--- src/rtl/gpio_port_pkg.sv ---
package gpio_port_pkg;
  localparam int DATA_W = 32;
  localparam int HALF_W = DATA_W / 2;
  localparam int N_HALF = DATA_W / HALF_W;

  localparam int OFS_DIR_SET = 'h00;
  localparam int OFS_DIR_CLR = 'h04;
  localparam int OFS_OUT_LO  = 'h08;
  localparam int OFS_OUT_HI  = 'h0C;
  localparam int OFS_PIN_IN  = 'h10;

  typedef enum logic [2:0] {
    SEL_NONE,
    SEL_DIR_SET,
    SEL_DIR_CLR,
    SEL_OUT_LO,
    SEL_OUT_HI,
    SEL_PIN_IN
  } reg_sel_e;
endpackage

--- src/rtl/gpio_in_sync.sv ---
module gpio_in_sync #(
  parameter int W      = 32,
  parameter int STAGES = 2
) (
  input  logic         clk,
  input  logic         rst_n,
  input  logic [W-1:0] async_in,
  output logic [W-1:0] sync_out
);
  logic [STAGES-1:0][W-1:0] chain_q;

  always_ff @(posedge clk or negedge rst_n) begin
    if (!rst_n) begin
      chain_q <= '0;
    end else begin
      chain_q[0] <= async_in;
      for (int s = 1; s < STAGES; s++) chain_q[s] <= chain_q[s-1];
    end
  end

  assign sync_out = chain_q[STAGES-1];
endmodule

--- src/rtl/gpio_dir_reg.sv ---
module gpio_dir_reg #(
  parameter int W = 32
) (
  input  logic         clk,
  input  logic         rst_n,
  input  logic         set_we,
  input  logic         clr_we,
  input  logic [W-1:0] wdata,
  output logic [W-1:0] oe_q
);
  logic [W-1:0] set_bits, clr_bits;

  assign set_bits = set_we ? wdata : '0;
  assign clr_bits = clr_we ? wdata : '0;

  always_ff @(posedge clk or negedge rst_n) begin
    if (!rst_n) oe_q <= '0;
    else        oe_q <= (oe_q | set_bits) & ~clr_bits;
  end
endmodule

--- src/rtl/gpio_out_half.sv ---
module gpio_out_half #(
  parameter int HW = 16
) (
  input  logic          clk,
  input  logic          rst_n,
  input  logic          we,
  input  logic [2*HW-1:0] wdata,
  output logic [HW-1:0] val_q
);
  logic [HW-1:0] lane_mask, lane_val;

  assign lane_mask = wdata[2*HW-1:HW];
  assign lane_val  = wdata[HW-1:0];

  always_ff @(posedge clk or negedge rst_n) begin
    if (!rst_n)  val_q <= '0;
    else if (we) val_q <= (val_q & ~lane_mask) | (lane_val & lane_mask);
  end
endmodule

--- src/rtl/gpio_mask_port.sv ---
module gpio_mask_port
  import gpio_port_pkg::*;
#(
  parameter int ADDR_W      = 8,
  parameter int SYNC_STAGES = 2
) (
  input  logic              clk,
  input  logic              rst_n,
  input  logic [ADDR_W-1:0] reg_addr,
  input  logic              reg_wr_en,
  input  logic [31:0]       reg_wdata,
  output logic [31:0]       reg_rdata,
  input  logic [31:0]       pad_in,
  output logic [31:0]       pad_oe,
  output logic [31:0]       pad_out
);
  reg_sel_e            sel;
  logic [DATA_W-1:0]   pin_sync;
  logic [DATA_W-1:0]   oe_q;
  logic [DATA_W-1:0]   out_q;

  always_comb begin
    sel = SEL_NONE;
    if      (reg_addr == ADDR_W'(OFS_DIR_SET)) sel = SEL_DIR_SET;
    else if (reg_addr == ADDR_W'(OFS_DIR_CLR)) sel = SEL_DIR_CLR;
    else if (reg_addr == ADDR_W'(OFS_OUT_LO))  sel = SEL_OUT_LO;
    else if (reg_addr == ADDR_W'(OFS_OUT_HI))  sel = SEL_OUT_HI;
    else if (reg_addr == ADDR_W'(OFS_PIN_IN))  sel = SEL_PIN_IN;
  end

  gpio_in_sync #(.W(DATA_W), .STAGES(SYNC_STAGES)) u_sync (
    .clk      (clk),
    .rst_n    (rst_n),
    .async_in (pad_in),
    .sync_out (pin_sync)
  );

  gpio_dir_reg #(.W(DATA_W)) u_dir (
    .clk    (clk),
    .rst_n  (rst_n),
    .set_we (reg_wr_en && sel == SEL_DIR_SET),
    .clr_we (reg_wr_en && sel == SEL_DIR_CLR),
    .wdata  (reg_wdata),
    .oe_q   (oe_q)
  );

  for (genvar h = 0; h < N_HALF; h++) begin : g_half
    localparam reg_sel_e MY_SEL = (h == 0) ? SEL_OUT_LO : SEL_OUT_HI;
    gpio_out_half #(.HW(HALF_W)) u_out (
      .clk   (clk),
      .rst_n (rst_n),
      .we    (reg_wr_en && sel == MY_SEL),
      .wdata (reg_wdata),
      .val_q (out_q[h*HALF_W +: HALF_W])
    );
  end

  always_comb begin
    unique case (sel)
      SEL_DIR_CLR: reg_rdata = oe_q;
      SEL_OUT_LO:  reg_rdata = {{HALF_W{1'b0}}, out_q[HALF_W-1:0]};
      SEL_OUT_HI:  reg_rdata = {{HALF_W{1'b0}}, out_q[DATA_W-1:HALF_W]};
      SEL_PIN_IN:  reg_rdata = pin_sync;
      default:     reg_rdata = '0;
    endcase
  end

  assign pad_oe  = oe_q;
  assign pad_out = out_q;
endmodule

--- config.mk ---
export PLATFORM = sky130hd
export DESIGN_NAME = gpio_mask_port
export DESIGN_NICKNAME = d
export VERILOG_FILES = /design/src/rtl/gpio_port_pkg.sv /design/src/rtl/gpio_in_sync.sv /design/src/rtl/gpio_dir_reg.sv /design/src/rtl/gpio_out_half.sv /design/src/rtl/gpio_mask_port.sv
export SDC_FILE = /design/constraint.sdc
export NUM_CORES = 1
export LEC_CHECK = 0
export ABC_AREA = 1
export BUFFER_PORTS_ARGS = -buffer_cell sky130_fd_sc_hd__buf_2
export CORE_UTILIZATION = 50
export DETAILED_ROUTE_END_ITERATION = 8
export HOLD_SLACK_MARGIN = 0.15
export PLACE_DENSITY_LB_ADDON = 0.1
export REMOVE_ABC_BUFFERS = 1
export SYNTH_ARGS = -nofsm -noshare
export SYNTH_HDL_FRONTEND = slang
export SYNTH_HIERARCHICAL = 1
export SYNTH_SLANG_ARGS = --single-unit
--- constraint.sdc ---
create_clock -name clk -period 0.9 [get_ports clk]
set_input_delay 0 -clock clk [delete_from_list [all_inputs] [get_ports clk]]
set_output_delay 0 -clock clk [all_outputs]
set_load 0.005 [all_outputs]
== Yosys cells after proc, flatten, opt, wreduce, memory -nomap -nowiden ==
Index checks and enable logic that the tools add are counted.
Word-level totals
  register bits after elaboration: 128
  output and inout port bits: 96
Operators by class
  equality and inequality tests: 9
  muxes and demuxes: 8
  bitwise operators: 9
  reductions and logical operators: 5
Operators with widths (number)
  case mux 32 bit (4 select lines): 1
  two-way mux 32 bit: 2
  AND 16 bit: 3
  AND 32 bit: 1
  NOT 32 bit: 1
  OR 16 bit: 2
  OR 32 bit: 1
  equality test 8 x 4 -> 1 bit, second input constant: 2
  NOT 16 bit: 1
  two-way mux 3 bit: 5
  equality test 8 x 3 -> 1 bit, second input constant: 1
  equality test 8 x 5 -> 1 bit, second input constant: 1
  logical NOT 8 bit: 1
  equality test 3 x 2 -> 1 bit, second input constant: 2
  equality test 3 bit, second input constant: 2
  logical AND 1 bit: 4
  equality test 3 x 1 -> 1 bit, second input constant: 1

== Logic depth before layout (Yosys ltp) ==
  depth in word-level cells: 11
  depth in mapped cells: 11
  mapped depth without buffers: 9

== Cells and area by module ==
Netlist, hierarchy kept.
By module, submodules not included
  gpio_in_sync: times used 1, cells an instance 96, area each 1841.8 µm²
  gpio_dir_reg: times used 1, cells an instance 230, area each 1570.3 µm²
  gpio_out_half: times used 2, cells an instance 83, area each 694.4 µm²
  gpio_mask_port: times used 1, cells an instance 239, area each 1192.4 µm²

== Worst setup path after synthesis ==
OpenSTA, ideal clock, no wires.
  path type: input-to-reg
  start: input port reg_addr[5]
  end: register (tool-made name)
  arrival: 1.139 ns
  data required time: 0.783 ns
  setup slack: -0.355 ns
  cell stages on the path: 10
  path through: inv_1 nand2_1 nor2_8 buf_4 nand2_1 nor2_1 buf_6 nand2_1 nand2_1 nand2_1
RTL lines
  start, declared: RTL line gpio_mask_port.sv:9  | input logic [ADDR_W-1:0] reg_addr,

== Final worst setup path ==
  start: register u_dir.oe_q[8]
  end: output port reg_rdata[8]
Between the ends
  word-level cells in the longest chain between the ends: 1
RTL lines
  start, declared: RTL line gpio_dir_reg.sv:9  | output logic [W-1:0] oe_q
  start signal, assigned: RTL line gpio_dir_reg.sv:18  | else oe_q <= (oe_q | set_bits) & ~clr_bits;
  case mux 32 bit (4 select lines): RTL line gpio_mask_port.sv:59  | unique case (sel)
  end, declared: RTL line gpio_mask_port.sv:12  | output logic [31:0] reg_rdata,
No other way between the ends.

==> reports/summary.txt <==
r2r worst-path depth: 5
Yosys top cell area share: 53.4%
CP most frequent cell: nand2_1
Worst VDD drop: 1210 µV
Tot GR Track Use: 31.7%
clk_skew: 0.00945 ns
Synth area leader: dfrtp_1
delay of the slowest critical-path stage: 0.40 ns
total power: 15.2 mW
IO buf count: 170
Critical Path Stages: 5
largest net degree at the start of global routing: 31
crit path time final: 1.23 ns
ANT nets after route: 0
area added between synthesis and finish: 59.0%
Worst Setup Start Kind: flop
Period Utilization, post-route: 137%
die width: 111 µm
Post-DP HPWL: 11100 µm
share of layout cells above drive strength 1: 36.1%
WP buf/inv: 2
synth unique cells: 16
TritonCTS clock tree: done
vias per inst: 5.00
total wire length: 19800 µm
commonest non-fill, non-tap cell in the layout: nand2_1
Critical Path Fanout Max: 2
fmax: 813 MHz
leakage power: 5.15 nW
failing checks: design-rule violations, negative setup slack
Starting Density: 51.8%
Power Density: 1600 nW/µm²
CTS H-Tree Depth: 4
Final Hold Viols: 0
I/O Pins: 171
Worst path top cell family by delay: flip-flops
hold_buf cts: 65
CP Capture Type: output pin
first-pass GRT wire length: 29900 µm
DIE AREA: 12400 µm²
initial antenna violation count: 1
commonest cells after routing, fill and taps aside: nand2_1, dfrtp_1, buf_2
Yosys warnings: 6
root buf cell: clkbuf_16
1st-iter DRT viols: 523
vias after detailed routing: 6026
Wirelength per Cell: 16.4 µm
RSZ-0062 raised after global routing: true
max cap viols: 0
Seq/Total Area, Yosys: 53.4%
Area contributors post-synth: dfrtp_1, nand2_1, nand3_1
worst-margin pin slew: 0.403 ns
Avg Inst Size Synth: 8.20 µm²
type of the worst setup path: reg -> out
Min-Delay Path Class: in -> async
FF+latch count, synth: 128
mapped cell area: 5990 µm²
crit-path cells: nand3_1 -> nand2_1 -> inv_1 -> nand2_1 -> buf_2
Max-slew headroom: 73.1%
die height: 111 µm
router iterations before antenna repair: 8
CTS sink cnt: 128
cell count after synthesis: 731
pins over their slew limit: 0
Clock Tree Buf Depth: 2
setup violators final: 102
status: complete, but fails checks
CP Data Required Time: 0.90 ns
vias in the first global route: 6006
GPL Wtd Cong: 0.833
total CTS buffers: 17
core area: 11600 µm²
Fill cells: 697
Final nets: 1123
DR DRC count: 10
Setup WS post-layout: -0.329 ns
Cell Rows: 39
Critical Path Start: u_dir/oe_q[8]$_DFF_PN0_
Data arrival, critical path: 1.23 ns
GRT overflow: 0
Slowest cell on crit path: dfrtp_1
clock latency at the later pin of the worst-skew pair: 0.42 ns
total negative slack: -14.47 ns
Clk pin slew, worst setup/hold paths: 0.06 ns
-- cell type report --
type | instances | area, µm² | area share, %
diodes | 1 | 2.50 | 0.0263
clock buffers | 18 | 439 | 4.61
clock inverters | 14 | 214 | 2.25
inverters | 106 | 403 | 4.23
multi-input cells | 438 | 2000 | 21.0
flip-flops and latches | 128 | 3200 | 33.6
well taps | 143 | 179 | 1.88
repair buffers | 357 | 3090 | 32.4
-- power breakdown --
| part | leakage, nW | switching, mW | internal, mW | total (mW) |
|---|---|---|---|---|
| clock | 0.312 | 2.58 | 4.98 | 7.56 |
| combinational | 3.36 | 0.713 | 0.791 | 1.50 |
| sequential | 1.48 | 0.131 | 6.01 | 6.14 |
-- logic make-up after synthesis --
| group | synth area share [%] |
|---|---|
| and+or+nand+nor | 31.5 |
| buffers and inverters | 15.1 |
| DFF | 53.4 |
-- metal layers --
metal,vias up,wire length [µm],global-route usage (%)
li1,2805,-,-
met1,2905,7790,36.9
met2,277,10200,56.6
met3,39,1310,6.91
met4,0,467,13.3
met5,-,0,0
-- stage by stage --
| step | utilization [%] | setup slack (ns) | hold WS (ns) | instances | area (µm²) |
|---|---|---|---|---|---|
| 2_1_floorplan | - | -1.09 | -0.296 | 672 | 5490 |
| 4_1_cts | 78.9 | -0.292 | 0.0523 | 1183 | 9130 |
| 6_report | 82.4 | -0.329 | 0.0727 | 1205 | 9530 |
| 5_1_grt | 82.4 | -0.366 | 0.0789 | 1205 | 9530 |
| 3_3_place_gp | 59.6 | -0.267 | -0.0519 | 1020 | 6900 |
| 3_5_place_dp | 59.6 | -0.312 | -0.0489 | 1020 | 6900 |
-- cells in the mapped netlist --
cell,count
buf_12,1
buf_2,5
buf_4,37
buf_6,16
dfrtp_1,128
inv_1,101
inv_2,4
inv_4,1
nand2_1,302
nand2_2,12
nand2_4,2
nand3_1,112
nor2_1,4
nor2_2,1
nor2_4,3
nor2_8,2
-- final timing paths --
check,to,slack [ns]
max in group asynchronous,asynchronous set/reset pin,0.31
worst min register to register,u_sync/sync_out[21]$_DFF_PN0_,0.35
min in group clk,u_sync/chain_q[6]$_DFF_PN0_,0.22
worst max register to register,flop,-0.04
worst min-delay path,u_sync/chain_q[18]$_DFF_PN0_,0.07
worst max-delay path,reg_rdata[8],-0.33
-- repair_timing --
action | in CTS | in global routing
setup buffers | 66 | 39
endpoints found under the setup margin | 96 | 160
pin swaps | 48 | 49
resized for setup | 86 | 83
endpoints found under the hold margin | 224 | 18
gates cloned | 0 | 5
Power figures use the tool's default switching activity.
